==> config.mk <==
export PLATFORM = sky130hd
export DESIGN_NAME = pair_issuer
export DESIGN_NICKNAME = d
export VERILOG_FILES = /design/src/rtl/pair_issue_pkg.sv /design/src/rtl/pair_issue_buffer.sv /design/src/rtl/pair_issue_scoreboard.sv /design/src/rtl/pair_issue_pick.sv /design/src/rtl/pair_issuer.sv
export SDC_FILE = /design/constraint.sdc
export NUM_CORES = 1
export LEC_CHECK = 0
export BUFFER_PORTS_ARGS = -buffer_cell sky130_fd_sc_hd__buf_2
export CAP_MARGIN = 15
export CORE_MARGIN = 2
export CORE_UTILIZATION = 35
export DETAILED_ROUTE_END_ITERATION = 12
export GPL_ROUTABILITY_DRIVEN = 0
export PLACE_DENSITY = 0.58
export SKIP_CTS_REPAIR_TIMING = 1
export SYNTH_ARGS = -nofsm -noshare
export SYNTH_HDL_FRONTEND = slang
export SYNTH_HIERARCHICAL = 1
export SYNTH_SLANG_ARGS = --single-unit
==> constraint.sdc <==
create_clock -name clk -period 6.9 [get_ports clk]
set_input_delay 1.38 -clock clk [delete_from_list [all_inputs] [get_ports clk]]
set_output_delay 1.38 -clock clk [all_outputs]
set_load 0.05 [all_outputs]
==> src/rtl/pair_issue_pkg.sv <==
package pair_issue_pkg;

   typedef enum logic {
      PIPE_EVEN = 1'b0,
      PIPE_ODD  = 1'b1
   } pipe_e;

   // Field offsets inside an instruction word, derived from the register index width.
   function automatic int f_srca(input int rw);  return 0;        endfunction
   function automatic int f_srcb(input int rw);  return rw;       endfunction
   function automatic int f_dst(input int rw);   return 2 * rw;   endfunction
   function automatic int f_duse(input int rw);  return 3 * rw;   endfunction
   function automatic int f_mem(input int rw);   return 3 * rw + 1; endfunction
   function automatic int f_pipe(input int rw);  return 3 * rw + 2; endfunction
   function automatic int f_width(input int rw); return 3 * rw + 3; endfunction

endpackage

==> src/rtl/pair_issue_buffer.sv <==
module pair_issue_buffer #(
   parameter int IW = 24
) (
   input  logic          clk,
   input  logic          rst_n,
   input  logic          flush,
   input  logic          in_valid,
   input  logic [IW-1:0] in_even_word,
   input  logic [IW-1:0] in_odd_word,
   input  logic          in_odd_entry,
   output logic          in_ready,
   input  logic          take0,
   input  logic          take1,
   output logic          h0_v,
   output logic          h1_v,
   output logic [IW-1:0] h_even,
   output logic [IW-1:0] h_odd
);

   logic          cap_v;
   logic          cap_oe;
   logic [IW-1:0] cap_e;
   logic [IW-1:0] cap_o;
   logic          hold_done;

   // The held pair is finished when every still-valid slot is taken this cycle.
   assign hold_done = (!h0_v || take0) && (!h1_v || take1);
   assign in_ready  = !flush && (!cap_v || hold_done);

   always_ff @(posedge clk) begin
      if (!rst_n) begin
         cap_v  <= 1'b0;
         cap_oe <= 1'b0;
         cap_e  <= '0;
         cap_o  <= '0;
         h0_v   <= 1'b0;
         h1_v   <= 1'b0;
         h_even <= '0;
         h_odd  <= '0;
      end else if (flush) begin
         cap_v <= 1'b0;
         h0_v  <= 1'b0;
         h1_v  <= 1'b0;
      end else begin
         if (hold_done) begin
            h0_v   <= cap_v && !cap_oe;
            h1_v   <= cap_v;
            h_even <= cap_e;
            h_odd  <= cap_o;
         end else begin
            if (take0) h0_v <= 1'b0;
            if (take1) h1_v <= 1'b0;
         end
         if (in_valid && in_ready) begin
            cap_v  <= 1'b1;
            cap_oe <= in_odd_entry;
            cap_e  <= in_even_word;
            cap_o  <= in_odd_word;
         end else if (hold_done) begin
            cap_v <= 1'b0;
         end
      end
   end

endmodule

==> src/rtl/pair_issue_scoreboard.sv <==
module pair_issue_scoreboard #(
   parameter int NREG      = 128,
   parameter int NWB       = 2,
   parameter bit WB_BYPASS = 1'b1,
   localparam int RW       = $clog2(NREG)
) (
   input  logic              clk,
   input  logic              rst_n,
   input  logic [NWB-1:0]    wb_valid,
   input  logic [NWB*RW-1:0] wb_reg,
   input  logic              set0_v,
   input  logic [RW-1:0]     set0_r,
   input  logic              set1_v,
   input  logic [RW-1:0]     set1_r,
   output logic [NREG-1:0]   busy
);

   logic [NREG-1:0] sb_q;
   logic [NREG-1:0] clr_mask;
   logic [NREG-1:0] set_mask;

   always_comb begin
      clr_mask = '0;
      for (int k = 0; k < NWB; k++) begin
         if (wb_valid[k]) clr_mask[wb_reg[k*RW +: RW]] = 1'b1;
      end
   end

   always_comb begin
      set_mask = '0;
      if (set0_v) set_mask[set0_r] = 1'b1;
      if (set1_v) set_mask[set1_r] = 1'b1;
   end

   generate
      if (WB_BYPASS) begin : g_bypass
         assign busy = sb_q & ~clr_mask;
      end else begin : g_registered
         assign busy = sb_q;
      end
   endgenerate

   // A new set wins over a clear of the same register on the same edge.
   always_ff @(posedge clk) begin
      if (!rst_n) sb_q <= '0;
      else        sb_q <= (sb_q & ~clr_mask) | set_mask;
   end

endmodule

==> src/rtl/pair_issue_pick.sv <==
module pair_issue_pick
   import pair_issue_pkg::*;
#(
   parameter int NREG = 128,
   localparam int RW  = $clog2(NREG),
   localparam int IW  = 3 * RW + 3
) (
   input  logic            flush,
   input  logic            h0_v,
   input  logic            h1_v,
   input  logic [IW-1:0]   we,
   input  logic [IW-1:0]   wo,
   input  logic [NREG-1:0] busy,
   input  logic            mem_gnt,
   output logic            take0,
   output logic            take1,
   output logic            mem_req
);

   localparam int SA = f_srca(RW);
   localparam int SB = f_srcb(RW);
   localparam int DS = f_dst(RW);
   localparam int DU = f_duse(RW);
   localparam int MB = f_mem(RW);
   localparam int PB = f_pipe(RW);

   logic hz_e, hz_o;
   logic rdy0, rdy1, pair_ok, dep, join_ok;

   assign hz_e = busy[we[SA +: RW]] || busy[we[SB +: RW]] || (we[DU] && busy[we[DS +: RW]]);
   assign hz_o = busy[wo[SA +: RW]] || busy[wo[SB +: RW]] || (wo[DU] && busy[wo[DS +: RW]]);

   always_comb begin
      rdy0    = h0_v && !hz_e;
      pair_ok = (pipe_e'(we[PB]) == PIPE_EVEN) && (pipe_e'(wo[PB]) == PIPE_ODD);
      dep     = we[DU] && ((wo[SA +: RW] == we[DS +: RW]) ||
                           (wo[SB +: RW] == we[DS +: RW]) ||
                           (wo[DU] && (wo[DS +: RW] == we[DS +: RW])));
      join_ok = rdy0 && pair_ok && !dep && !(we[MB] && wo[MB]);
      rdy1    = h1_v && !hz_o && (h0_v ? join_ok : 1'b1);
      take0   = !flush && rdy0 && (!we[MB] || mem_gnt);
      take1   = !flush && rdy1 && (!wo[MB] || mem_gnt) && (!h0_v || take0);
      mem_req = !flush && ((rdy0 && we[MB]) || (rdy1 && wo[MB]));
   end

endmodule

==> src/rtl/pair_issuer.sv <==
module pair_issuer
   import pair_issue_pkg::*;
#(
   parameter int NREG      = 128,
   parameter int NWB       = 2,
   parameter bit WB_BYPASS = 1'b1,
   localparam int RW       = $clog2(NREG),
   localparam int IW       = 3 * RW + 3
) (
   input  logic              clk,
   input  logic              rst_n,
   input  logic              flush,
   input  logic              in_valid,
   output logic              in_ready,
   input  logic [IW-1:0]     in_even_word,
   input  logic [IW-1:0]     in_odd_word,
   input  logic              in_odd_entry,
   input  logic              mem_gnt,
   output logic              mem_req,
   input  logic [NWB-1:0]    wb_valid,
   input  logic [NWB*RW-1:0] wb_reg,
   output logic              out_even_valid,
   output logic [IW-1:0]     out_even_word,
   output logic              out_even_slot,
   output logic              out_odd_valid,
   output logic [IW-1:0]     out_odd_word,
   output logic              out_odd_slot
);

   localparam int DS = f_dst(RW);
   localparam int DU = f_duse(RW);
   localparam int PB = f_pipe(RW);

   generate
      if (NREG < 4 || (1 << RW) != NREG) begin : g_bad_nreg
         $error("pair_issuer: NREG must be a power of two of at least 4");
      end
      if (NWB < 1 || NWB > 8) begin : g_bad_nwb
         $error("pair_issuer: NWB must lie between 1 and 8");
      end
      if (IW != f_width(RW)) begin : g_bad_iw
         $error("pair_issuer: word width does not match the field layout");
      end
   endgenerate

   logic            h0_v, h1_v;
   logic [IW-1:0]   h_even, h_odd;
   logic            take0, take1;
   logic [NREG-1:0] busy;

   pair_issue_buffer #(.IW(IW)) u_buf (
      .clk          (clk),
      .rst_n        (rst_n),
      .flush        (flush),
      .in_valid     (in_valid),
      .in_even_word (in_even_word),
      .in_odd_word  (in_odd_word),
      .in_odd_entry (in_odd_entry),
      .in_ready     (in_ready),
      .take0        (take0),
      .take1        (take1),
      .h0_v         (h0_v),
      .h1_v         (h1_v),
      .h_even       (h_even),
      .h_odd        (h_odd)
   );

   pair_issue_pick #(.NREG(NREG)) u_pick (
      .flush   (flush),
      .h0_v    (h0_v),
      .h1_v    (h1_v),
      .we      (h_even),
      .wo      (h_odd),
      .busy    (busy),
      .mem_gnt (mem_gnt),
      .take0   (take0),
      .take1   (take1),
      .mem_req (mem_req)
   );

   pair_issue_scoreboard #(.NREG(NREG), .NWB(NWB), .WB_BYPASS(WB_BYPASS)) u_sb (
      .clk      (clk),
      .rst_n    (rst_n),
      .wb_valid (wb_valid),
      .wb_reg   (wb_reg),
      .set0_v   (take0 && h_even[DU]),
      .set0_r   (h_even[DS +: RW]),
      .set1_v   (take1 && h_odd[DU]),
      .set1_r   (h_odd[DS +: RW]),
      .busy     (busy)
   );

   // Dispatch registers: each taken instruction lands on the pipe its class bit names.
   always_ff @(posedge clk) begin
      if (!rst_n) begin
         out_even_valid <= 1'b0;
         out_even_word  <= '0;
         out_even_slot  <= 1'b0;
         out_odd_valid  <= 1'b0;
         out_odd_word   <= '0;
         out_odd_slot   <= 1'b0;
      end else begin
         out_even_valid <= 1'b0;
         out_odd_valid  <= 1'b0;
         if (take0) begin
            if (pipe_e'(h_even[PB]) == PIPE_EVEN) begin
               out_even_valid <= 1'b1;
               out_even_word  <= h_even;
               out_even_slot  <= 1'b0;
            end else begin
               out_odd_valid <= 1'b1;
               out_odd_word  <= h_even;
               out_odd_slot  <= 1'b0;
            end
         end
         if (take1) begin
            if (pipe_e'(h_odd[PB]) == PIPE_EVEN) begin
               out_even_valid <= 1'b1;
               out_even_word  <= h_odd;
               out_even_slot  <= 1'b1;
            end else begin
               out_odd_valid <= 1'b1;
               out_odd_word  <= h_odd;
               out_odd_slot  <= 1'b1;
            end
         end
      end
   end

endmodule

==> metrics.cfg <==
[outcome]
status = finished, final reports clean

[global_routing]
antenna_found_initial = 2
grtUsageTotal_pct = 28.88
grt_overflow = 0
grt_start_max_net_pins = 172
grt_pass1_wl_um = 131100
grt_pass1_vias = 19702

[sta]
worst_pin_slew_ns = 1.174
relSlewSlack_pct = 20.70
drv_slew = 0
hold_viol_final = 0
tns_ns = 0
setup_slack_ns = 0.01704
finClkSkew_ns = 0.03294
fmax_mhz = 145.3
setup_viol = 0
min_period_ns = 6.883
min_period_over_period_pct = 99.75

[route]
wl_per_cell_um = 29.73
vias = 20629
drt_pass1_iterations = 5
via_per_inst = 6.709
wirelength_um = 91430
initialDrtViolationCount = 2996
postRouteAntennaNets = 0
drc = 0

[worst_setup_path]
worst_ep_required_time_ns = 5.52
startpoint = wb_reg[2]
cp-end-kind = primary output
r2r_start = u_buf/h_odd[1]$_SDFFE_PN0P_
crit_fanout = 9
critical_path_class = input pin to primary output
worst_setup_path_start_kind = input pin
critPathArrivalTime_ns = 5.50

[synthesis]
synth_ff_type = dfxtp_1
yosys.area.top_type = dfxtp_1
ys_seq_area_share_pct = 26.96
syn_inst = 2051
synth_top_area_share_pct = 26.96
syn-num-nets = 2121
ys_warn_count = 6
synth_seq_cells = 280
syn_area_per_cell_um2 = 10.14
async_flop_share_pct = 0
yosys.cell_types.count = 75
synthTopCellsByArea = dfxtp_1, mux4_2, nand2_1
synth_edf_count = 0
netlist_area_mm2 = 0.02079

[place]
dpl.cell_count = 2997
place_hpwl_um = 62660
port_buffers = 123
post-place-ws_ns = -0.2381

[run]
max-cap-violations = 0

[floorplanning]
die_area_mm2 = 0.06138
fp.coreArea_mm2 = 0.05891
die_h_um = 247.7
start_util_pct = 35.30
ioPinCount = 124
die_w_um = 247.7
rows = 89

[finish]
multi_input_area_mm2 = 0.01416
stdcell_count = 3075
nets = 2346
area_growth_pct = 22.23
register_area_mm2 = 0.005620
drive_gt1_share_pct = 37.54
fill_cells = 5493

[power_and_ir_drop]
p_leak_nw = 8.931
power_density_mw_per_mm2 = 155.5
peakVddDrop_mv = 0.1554
power.total_mw = 3.952

[clock_tree]
cts_tree = built
cts_made_buffers = 34
clk_latency_ns = 0.58
clk_pin_slew_ns = 0.06
cts_max_level = 2
cts.sinks = 280
cts_buffer_depth = 3
ctsRootBufferMaster = clkbuf_16

[min_path]
min-delay-start = u_buf/cap_o[14]$_SDFFE_PN0P_
hold_path.class = flop to flop

==> routing by layer <==
| metal | part of all wire, % | wire [um] | track usage, % | vias to the layer above |
|---|---|---|---|---|
| li1 | - | - | - | 8553 |
| met1 | 36 | 33090 | 35.43 | 10095 |
| met2 | 45 | 40870 | 44.74 | 1559 |
| met3 | 12 | 11340 | 8.769 | 422 |
| met4 | 6.7 | 6133 | 17.07 | 0 |
| met5 | 0 | 0 | 0 | - |
==> worst max-delay path: stages <==
cell and delay, ns:
buf_4 0.14, or4b_4 0.65, buf_8 0.19, o221a_4 0.22, buf_4 0.14, mux4_2 0.45, mux4_2 0.48, nand4b_1 0.22
nand4_1 0.22, nor4_4 0.36, o31a_1 0.31, o211a_1 0.21, nand2b_4 0.14, nand2_2 0.07, a21oi_2 0.13, buf_6 0.17
==> through the flow <==
stage | hold slack (ns) | util, % | instance area (um2)
CTS | 0.4512 | 42.58 | 25080
finish | 0.4507 | 43.14 | 25420
global route | 0.4764 | 43.13 | 25410
detailed placement | 0.4405 | 40.63 | 23930
global placement | 0.4405 | 40.59 | 23910
floorplan | 0.4310 | - | 20800
==> synthesized netlist by cell type (all sizes together) (11+ instances only) <==
master / number
clkbuf: 145
mux4: 199
nand4bb: 22
dfxtp: 280
mux2: 14
nor4: 15
o221a: 123
xnor2: 14
a22o: 123
nor2b: 16
nor2: 24
nor4b: 13
o21ai: 64
a22oi: 11
mux2i: 91
nor4bb: 18
nand4b: 17
inv: 16
o21a: 125
nand3: 14
and4b: 14
nand2: 314
a31oi: 52
nand2b: 17
buf: 117
or4b: 12
nand4: 16
a21boi: 54
==> cell families (layout without fill, tap and decap cells) <==
family | Yosys count | after routing | synth area share [%]
mux | 304 | 304 | 26.70
simple gates | 554 | 554 | 14.82
other cells | 0 | 3 | 0
compound gates | 613 | 613 | 24.51
buf+inv | 279 | 527 | 6.120
xor+xnor | 21 | 21 | 0.8845
flops | 280 | 280 | 26.96
==> worst paths after layout <==
kind	endpoint	slack (ns)	cells past startpoint
worst max-delay path	in_ready	0.02	16
worst min-delay path	u_buf/h_odd[14]$_SDFFE_PN0P_	0.45	2
worst max register to register	u_sb/sb_q[64]$_SDFF_PN0_	1.73	15
worst min register to register	u_buf/h_odd[14]$_SDFFE_PN0P_	0.45	2
==> where the power goes <==
| part | internal [mW] | total (mW) | switching (mW) |
|---|---|---|---|
| Combinational | 0.148 | 0.377 | 0.229 |
| Clock | 1.10 | 1.88 | 0.778 |
| Sequential | 1.64 | 1.70 | 0.0544 |
==> cells in the final DEF (no fill, tap or decap), types with 8 or more instances in the layout <==
cell       netlist  routed
a211oi_1         8       8
a21boi_0        39      39
a21boi_1        15      14
a22o_1         123     123
a22oi_1         11      11
a31oi_1         52      51
and2_1           8       8
and4b_1         14      14
buf_12           0      26
buf_2           72     119
buf_4           16     290
clkbuf_16        0      35
clkbuf_8         0      11
dfxtp_1        280     268
dfxtp_2          0      12
inv_1           16      16
mux2_2          14      14
mux2i_1         91      91
mux4_2         198     198
nand2_1        313     313
nand2b_1        15      15
nand3_1         14      14
nand4_1         16      16
nand4b_1        17      17
nand4bb_1       22      22
nor2_1          24      24
nor2b_1         16      16
nor3_1           9       9
nor4_1          13      11
nor4b_2         10      10
nor4bb_1        18      12
o21a_1         125     125
o21ai_0         62      56
o221a_1         40      34
o221a_2         73      74
o221a_4         10      15
o22ai_1          8       8
or4b_4           4       9
xnor2_1         14      14
==> flip-flops by register name (all words and copies together) (netlist names) <==
signal / cells
u_buf/cap_e: 24
u_buf/h1_v: 1
out_odd_valid: 1
out_odd_word: 24
u_buf/cap_oe: 1
u_buf/h_odd: 24
out_even_valid: 1
u_sb/sb_q: 128
u_buf/cap_v: 1
u_buf/cap_o: 24
u_buf/h0_v: 1
out_even_slot: 1
u_buf/h_even: 24
out_odd_slot: 1
out_even_word: 24
==> layout make-up <==
class                           instances  share of cell area, %
Timing Repair Buffer                  451                  13.56
Inverter                               17                 0.2511
Tap cell                              773                  3.805
Clock buffer                           49                  3.963
Multi-Input combinational cell       1492                  55.71
Antenna cell                            3                0.02954
Sequential cell                       280                  22.11
Clock inverter                         10                 0.5661
Note: power is estimated with default switching activity, not from simulation.
